### src/rtl/imod_pkg.sv
`timescale 1ns/1ps
package imod_pkg;

    localparam int unsigned CAUSE_W      = 32;
    localparam int unsigned BUS_W        = 32;
    localparam int unsigned HOLD_W       = 16;
    localparam int unsigned COARSE_SHIFT = 2;
    localparam int unsigned CNT_W        = HOLD_W + COARSE_SHIFT;
    localparam int unsigned N_CFG        = 4;
    localparam int unsigned SEL_W        = $clog2(N_CFG);

    localparam int unsigned TX_DONE_BIT  = 0;
    localparam int unsigned TX_EMPTY_BIT = 1;
    localparam int unsigned RX_TMR_BIT   = 7;

    typedef logic [CNT_W-1:0]   ticks_t;
    typedef logic [HOLD_W-1:0]  hold_t;
    typedef logic [CAUSE_W-1:0] cause_t;

    typedef enum logic [SEL_W-1:0] {
        SEL_RX_GATE = SEL_W'(0),
        SEL_RX_HOLD = SEL_W'(1),
        SEL_TX_HOLD = SEL_W'(2),
        SEL_GAP     = SEL_W'(3)
    } cfg_sel_e;

    typedef struct packed {
        hold_t gap;
        hold_t tx_hold;
        hold_t rx_hold;
        hold_t rx_gate;
    } hold_cfg_t;

    typedef struct packed {
        logic tx_any;
        logic rx_tmr;
    } class_flags_t;

    typedef enum logic [1:0] {
        STEP_BYPASS,
        STEP_POST,
        STEP_COLLECT,
        STEP_SETTLE
    } step_e;

    function automatic ticks_t keep_shorter(ticks_t cur, ticks_t cand);
        if (cand != '0 && (cur == '0 || cand < cur)) begin
            return cand;
        end
        return cur;
    endfunction

    function automatic ticks_t coarse_to_ticks(hold_t v);
        return {v, {COARSE_SHIFT{1'b0}}};
    endfunction

    function automatic ticks_t fine_to_ticks(hold_t v);
        return {{COARSE_SHIFT{1'b0}}, v};
    endfunction

endpackage

### src/rtl/imod_cfg_regs.sv
`timescale 1ns/1ps
module imod_cfg_regs
    import imod_pkg::*;
(
    input  logic             clk,
    input  logic             rst,
    input  logic             we,
    input  logic [SEL_W-1:0] addr,
    input  logic [BUS_W-1:0] wdata,
    output logic [BUS_W-1:0] rdata,
    output hold_cfg_t        cfg
);

    hold_t regs [N_CFG];

    generate
        for (genvar g = 0; g < N_CFG; g++) begin : g_slot
            hold_t q;
            always_ff @(posedge clk) begin
                if (rst) begin
                    q <= '0;
                end else if (we && addr == SEL_W'(g)) begin
                    q <= wdata[HOLD_W-1:0];
                end
            end
            assign regs[g] = q;
        end
    endgenerate

    logic unused_hi;
    assign unused_hi = ^wdata[BUS_W-1:HOLD_W];

    assign rdata = BUS_W'(regs[addr]);

    always_comb begin
        cfg.rx_gate = regs[SEL_RX_GATE];
        cfg.rx_hold = regs[SEL_RX_HOLD];
        cfg.tx_hold = regs[SEL_TX_HOLD];
        cfg.gap     = regs[SEL_GAP];
    end

endmodule

### src/rtl/imod_delay_sel.sv
`timescale 1ns/1ps
module imod_delay_sel
    import imod_pkg::*;
(
    input  hold_cfg_t    cfg,
    input  class_flags_t flags,
    output ticks_t       delay
);

    ticks_t tx_cand;
    ticks_t rx_cand;
    ticks_t gap_cand;

    always_comb begin
        tx_cand  = flags.tx_any ? coarse_to_ticks(cfg.tx_hold) : '0;
        rx_cand  = (flags.rx_tmr && cfg.rx_gate != '0) ? coarse_to_ticks(cfg.rx_hold) : '0;
        gap_cand = fine_to_ticks(cfg.gap);
        delay    = '0;
        delay    = keep_shorter(delay, tx_cand);
        delay    = keep_shorter(delay, rx_cand);
        delay    = keep_shorter(delay, gap_cand);
    end

endmodule

### src/rtl/imod_countdown.sv
`timescale 1ns/1ps
module imod_countdown
    import imod_pkg::*;
(
    input  logic   clk,
    input  logic   rst,
    input  logic   hold,
    input  logic   tick,
    input  logic   seq,
    input  logic   arm,
    input  ticks_t arm_val,
    output logic   running,
    output ticks_t count,
    output logic   expired
);

    always_ff @(posedge clk) begin
        if (rst) begin
            running <= 1'b0;
            count   <= '0;
        end else if (!hold) begin
            if (seq) begin
                running <= arm;
                count   <= arm ? arm_val : '0;
            end else if (running && tick && count != '0) begin
                count <= count - ticks_t'(1);
            end
        end
    end

    assign expired = running && (count == '0);

endmodule

### src/rtl/imod_unit.sv
`timescale 1ns/1ps
module imod_unit
    import imod_pkg::*;
(
    input  logic               clk,
    input  logic               rst,
    input  logic               mod_en,
    input  logic               tick,
    input  logic [CAUSE_W-1:0] cause_in,
    input  logic               cfg_we,
    input  logic [SEL_W-1:0]   cfg_addr,
    input  logic [BUS_W-1:0]   cfg_wdata,
    output logic [BUS_W-1:0]   cfg_rdata,
    output logic               post_valid,
    output logic [CAUSE_W-1:0] post_cause
);

    hold_cfg_t    cfg;
    cause_t       pend_q;
    cause_t       merged;
    class_flags_t flags;
    ticks_t       delay;
    logic         t_running;
    ticks_t       t_count;
    logic         t_expired;
    logic         seq;
    logic         arm;
    step_e        step;

    imod_cfg_regs u_cfg (
        .clk   (clk),
        .rst   (rst),
        .we    (cfg_we),
        .addr  (cfg_addr),
        .wdata (cfg_wdata),
        .rdata (cfg_rdata),
        .cfg   (cfg)
    );

    assign merged       = pend_q | cause_in;
    assign flags.tx_any = merged[TX_DONE_BIT] | merged[TX_EMPTY_BIT];
    assign flags.rx_tmr = merged[RX_TMR_BIT];

    imod_delay_sel u_sel (
        .cfg   (cfg),
        .flags (flags),
        .delay (delay)
    );

    always_comb begin
        if (!mod_en) begin
            step = STEP_BYPASS;
        end else if (t_running && !t_expired) begin
            step = STEP_COLLECT;
        end else if (merged != '0) begin
            step = STEP_POST;
        end else begin
            step = STEP_SETTLE;
        end
    end

    assign seq = (step == STEP_POST) || (step == STEP_SETTLE);
    assign arm = (step == STEP_POST) && (delay != '0);

    imod_countdown u_cnt (
        .clk     (clk),
        .rst     (rst),
        .hold    (step == STEP_BYPASS),
        .tick    (tick),
        .seq     (seq),
        .arm     (arm),
        .arm_val (delay),
        .running (t_running),
        .count   (t_count),
        .expired (t_expired)
    );

    always_ff @(posedge clk) begin
        if (rst) begin
            pend_q <= '0;
        end else begin
            case (step)
                STEP_COLLECT: pend_q <= merged;
                STEP_POST,
                STEP_SETTLE:  pend_q <= '0;
                default:      pend_q <= pend_q;
            endcase
        end
    end

    always_comb begin
        case (step)
            STEP_BYPASS: begin
                post_valid = (cause_in != '0);
                post_cause = cause_in;
            end
            STEP_POST: begin
                post_valid = 1'b1;
                post_cause = merged;
            end
            default: begin
                post_valid = 1'b0;
                post_cause = '0;
            end
        endcase
    end

endmodule

### config.mk
export PLATFORM = sky130hd
export DESIGN_NAME = imod_unit
export DESIGN_NICKNAME = d
export VERILOG_FILES = /design/src/rtl/imod_pkg.sv /design/src/rtl/imod_cfg_regs.sv /design/src/rtl/imod_delay_sel.sv /design/src/rtl/imod_countdown.sv /design/src/rtl/imod_unit.sv
export SDC_FILE = /design/constraint.sdc
export NUM_CORES = 1
export LEC_CHECK = 0
export ABC_AREA = 1
export BUFFER_PORTS_ARGS = -buffer_cell sky130_fd_sc_hd__buf_2
export CAP_MARGIN = 15
export CORE_ASPECT_RATIO = 0.75
export CORE_MARGIN = 2
export CORE_UTILIZATION = 52
export CTS_BUF_LIST = sky130_fd_sc_hd__clkbuf_4 sky130_fd_sc_hd__clkbuf_8
export DETAILED_ROUTE_END_ITERATION = 10
export HOLD_SLACK_MARGIN = 0.05
export PLACE_DENSITY = 0.77
export SYNTH_ARGS = -nofsm -noshare
export SYNTH_HDL_FRONTEND = slang
export SYNTH_SLANG_ARGS = --single-unit
### constraint.sdc
create_clock -name clk -period 4.3 [get_ports clk]
set_input_delay 0.645 -clock clk [delete_from_list [all_inputs] [get_ports clk]]
set_output_delay 0.645 -clock clk [all_outputs]
set_load 0.01 [all_outputs]
==> results.md <==
- Reg2reg path depth: 37
- Layout cells sized above 1: 0.290
- Period minus WS final: 4.75 ns
- CTS tree: yes
- Ys Warns: 0
- Area grow syn2layout: 34.3%
- Status: finished, violations left
- Vias in the first global route: 7548
- Post-synthesis sequential area ratio: 0.331
- Critical path's largest stage delay: 0.33 ns
- Failing checks: setup timing
- Post-route ant nets: 0
- Arrival @ worst endpoint: 5.08 ns
- Vias: 8134
- Placed wire-length estimate: 16300 um
- GRT Overall Usage: 0.326
- Remaining design rule violation count: 0
- Setup TNS: -7.20 ns
- Clock root buffer: clkbuf_8
- Cell Area, Synth: 0.00696 mm2
- Initial Utilization: 0.535
- Routed Wire Length: 23600 um
- Crit. End Element: flop
- Hold Buf Count CTS: 0
- Final core utilization: 0.718
- Chip Height: 104 um
- Endpoints failing hold: 0
- Fin area: 0.00935 mm2
- Fraction of registers with async set/reset: 0
- Final Cycle Share: 1.10
- Antenna diodes: 0
- Mean Syn Cell Area: 6.61 um2
- Die area: 0.0143 mm2
- P_leak: 4.33 nW
- Total clock sinks: 115
- Area of the core: 0.0130 mm2
- CP max stage cell: dfxtp_2
- Worst R2R Setup Slack: -0.45 ns
- Buffers added on ports: 103
- Hold WC Path Type: input port to flop
- Std-Cell Rows: 36
- # IOs: 136
- F_max: 211 MHz
- Gate Count Post-Synth: 1053
- WHS Path Cells: 2
- WP data required: 4.63 ns
- Most common cell after layout, fill and taps aside: nor2_1
- Initial antenna violation count: 0
- Initial DRC count: 937
- Count of pins over their slew limit: 0
- First-pass GRT wire length: 37000 um
- Fillcell total: 1053
- Pwr Total: 0.00412 W
- Most used cell, CP: nand2_1
- Post-synth top flop: dfxtp_1
- GPL Wtd Cong: 0.991
- H-tree levels: 4
- Crit Path Class: flop to flop
- EDFF count, synth: 0
- Final #Nets: 1361
- Clock buffer depth: 2
- Worst Skew: 0.0135 ns
- Clock-pin slew on the worst setup and hold paths: 0.08 ns
- Pre-Repair DR Iteration Count: 7
- Crit-path max FO: 8
- Seq cells post-synth: 115
- RSZ-0062 raised after global routing: true
- Placed cell area: 0.00832 mm2
- Max-Cap Viols: 0
- Vias/cell: 5.63
- Synth unique cells: 37
- Largest net degree at the start of global routing: 43
- Least-Margin Pin Slew: 1.09 ns
- Maximum VDD drop: 280 uV
- CP Launch Type: flop
- Most frequent cells in the layout: 145 x nor2_1, 142 x nand2_1, 124 x o21ai_0
- Routed len/inst: 16.3 um
- Worst-Skew Late Latency: 0.46 ns
- Total CTS buffers: 17
- Die width: 138 um
- PD cells: 441 mW/mm2
- PnR worst setup slack: -0.450 ns
- Worst hold margin: 0.460 ns
- Setup violators final: 19
- Worst rel slew slack: 0.272
- GRT Residual Overflow: 0
## cell families (layout without fill, tap and decap cells)
group	Yosys count	count (layout)	share of synthesized area
adders and majority gates	30	30	0.0539
buffers and inverters	172	371	0.109
AOI/OAI and AO/OA	293	293	0.230
other	1	16	0.000539
xor gates and xnor gates	6	6	0.00755
and+or+nand+nor	436	442	0.269
DFF	115	115	0.331
## path summary, 6_finish.rpt
check	startpoint	end
setup / recovery	u_cfg.g_slot[0].q[13]$_SDFFE_PP0P_	u_cnt.count[2]$_SDFFE_PP0P_
hold / removal	rst	u_cnt.running$_SDFFE_PP0P_
setup reg to reg	u_cfg.g_slot[0].q[13]$_SDFFE_PP0P_	u_cnt.count[2]$_SDFFE_PP0P_
hold reg to reg	pend_q[25]$_SDFFE_PP0P_	pend_q[25]$_SDFFE_PP0P_
## Yosys cell counts, drive strengths merged, types with 2 or more instances
master | number | share of area
nand3b | 2 | 0.0022
a211oi | 3 | 0.0032
a21oi | 111 | 0.080
nor3 | 5 | 0.0036
xor2 | 5 | 0.0063
o221ai | 16 | 0.020
nand3 | 50 | 0.036
dfxtp | 115 | 0.33
a22oi | 16 | 0.017
nand4 | 21 | 0.019
o22ai | 2 | 0.0018
buf | 26 | 0.030
o31ai | 2 | 0.0022
nor4 | 19 | 0.017
inv | 104 | 0.056
o21ai | 138 | 0.099
nand2 | 171 | 0.098
clkbuf | 41 | 0.022
nor2 | 167 | 0.092
ha | 30 | 0.054
## metal layers
metal,wire (um),track usage
met1,10400,0.472
met2,10300,0.475
met3,2490,0.0902
met4,339,0.0839
met5,0,0
## report_power, final
group          internal [W]  switching [W]
Sequential          0.00115      0.0000665
Combinational      0.000760        0.00106
Clock              0.000589       0.000499
Total               0.00249        0.00163
## through the flow
| stage | worst slack (ns) | std cells |
|---|---|---|
| detailed placement | -0.514 | 1392 |
| floorplan | 0.00210 | 1068 |
| CTS | -0.152 | 1435 |
| global route | -0.724 | 1444 |
| finish | -0.450 | 1444 |
| global placement | -0.395 | 1392 |
## registers in the layout, summed over array words and instances, names as in the netlist
name,cells
u_cnt.running,1
u_cfg.g_slot.q,64
pend_q,32
u_cnt.count,18
## worst max-delay path, delay by kind of cell (launching register included)
| family | cells | cell delay [ns] |
|---|---|---|
| adders and majority gates | 2 | 0.50 |
| buffers and inverters | 3 | 0.36 |
| and+or+nand+nor | 26 | 2.68 |
| AOI/OAI and AO/OA | 6 | 0.75 |
| DFF | 1 | 0.33 |
## cell type report
cell class                 instances  area, um2  share of cell area
clock buffer                      21        289              0.0309
timing repair buffer             234       1560               0.167
tap                              171        214              0.0229
multi-input combinational        787       4450               0.476
clock inverter                    11        136              0.0146
inverter                         105        394              0.0422
sequential                       115       2310               0.247
## timing repair
| item | in CTS | in global routing |
|---|---|---|
| setup buffers | 6 | 8 |
| setup endpoints to repair | 17 | 24 |
| gates cloned | 5 | 1 |
| pin swaps | 29 | 46 |
| gates resized for setup | 44 | 68 |
(Power assumes the default switching activity.)
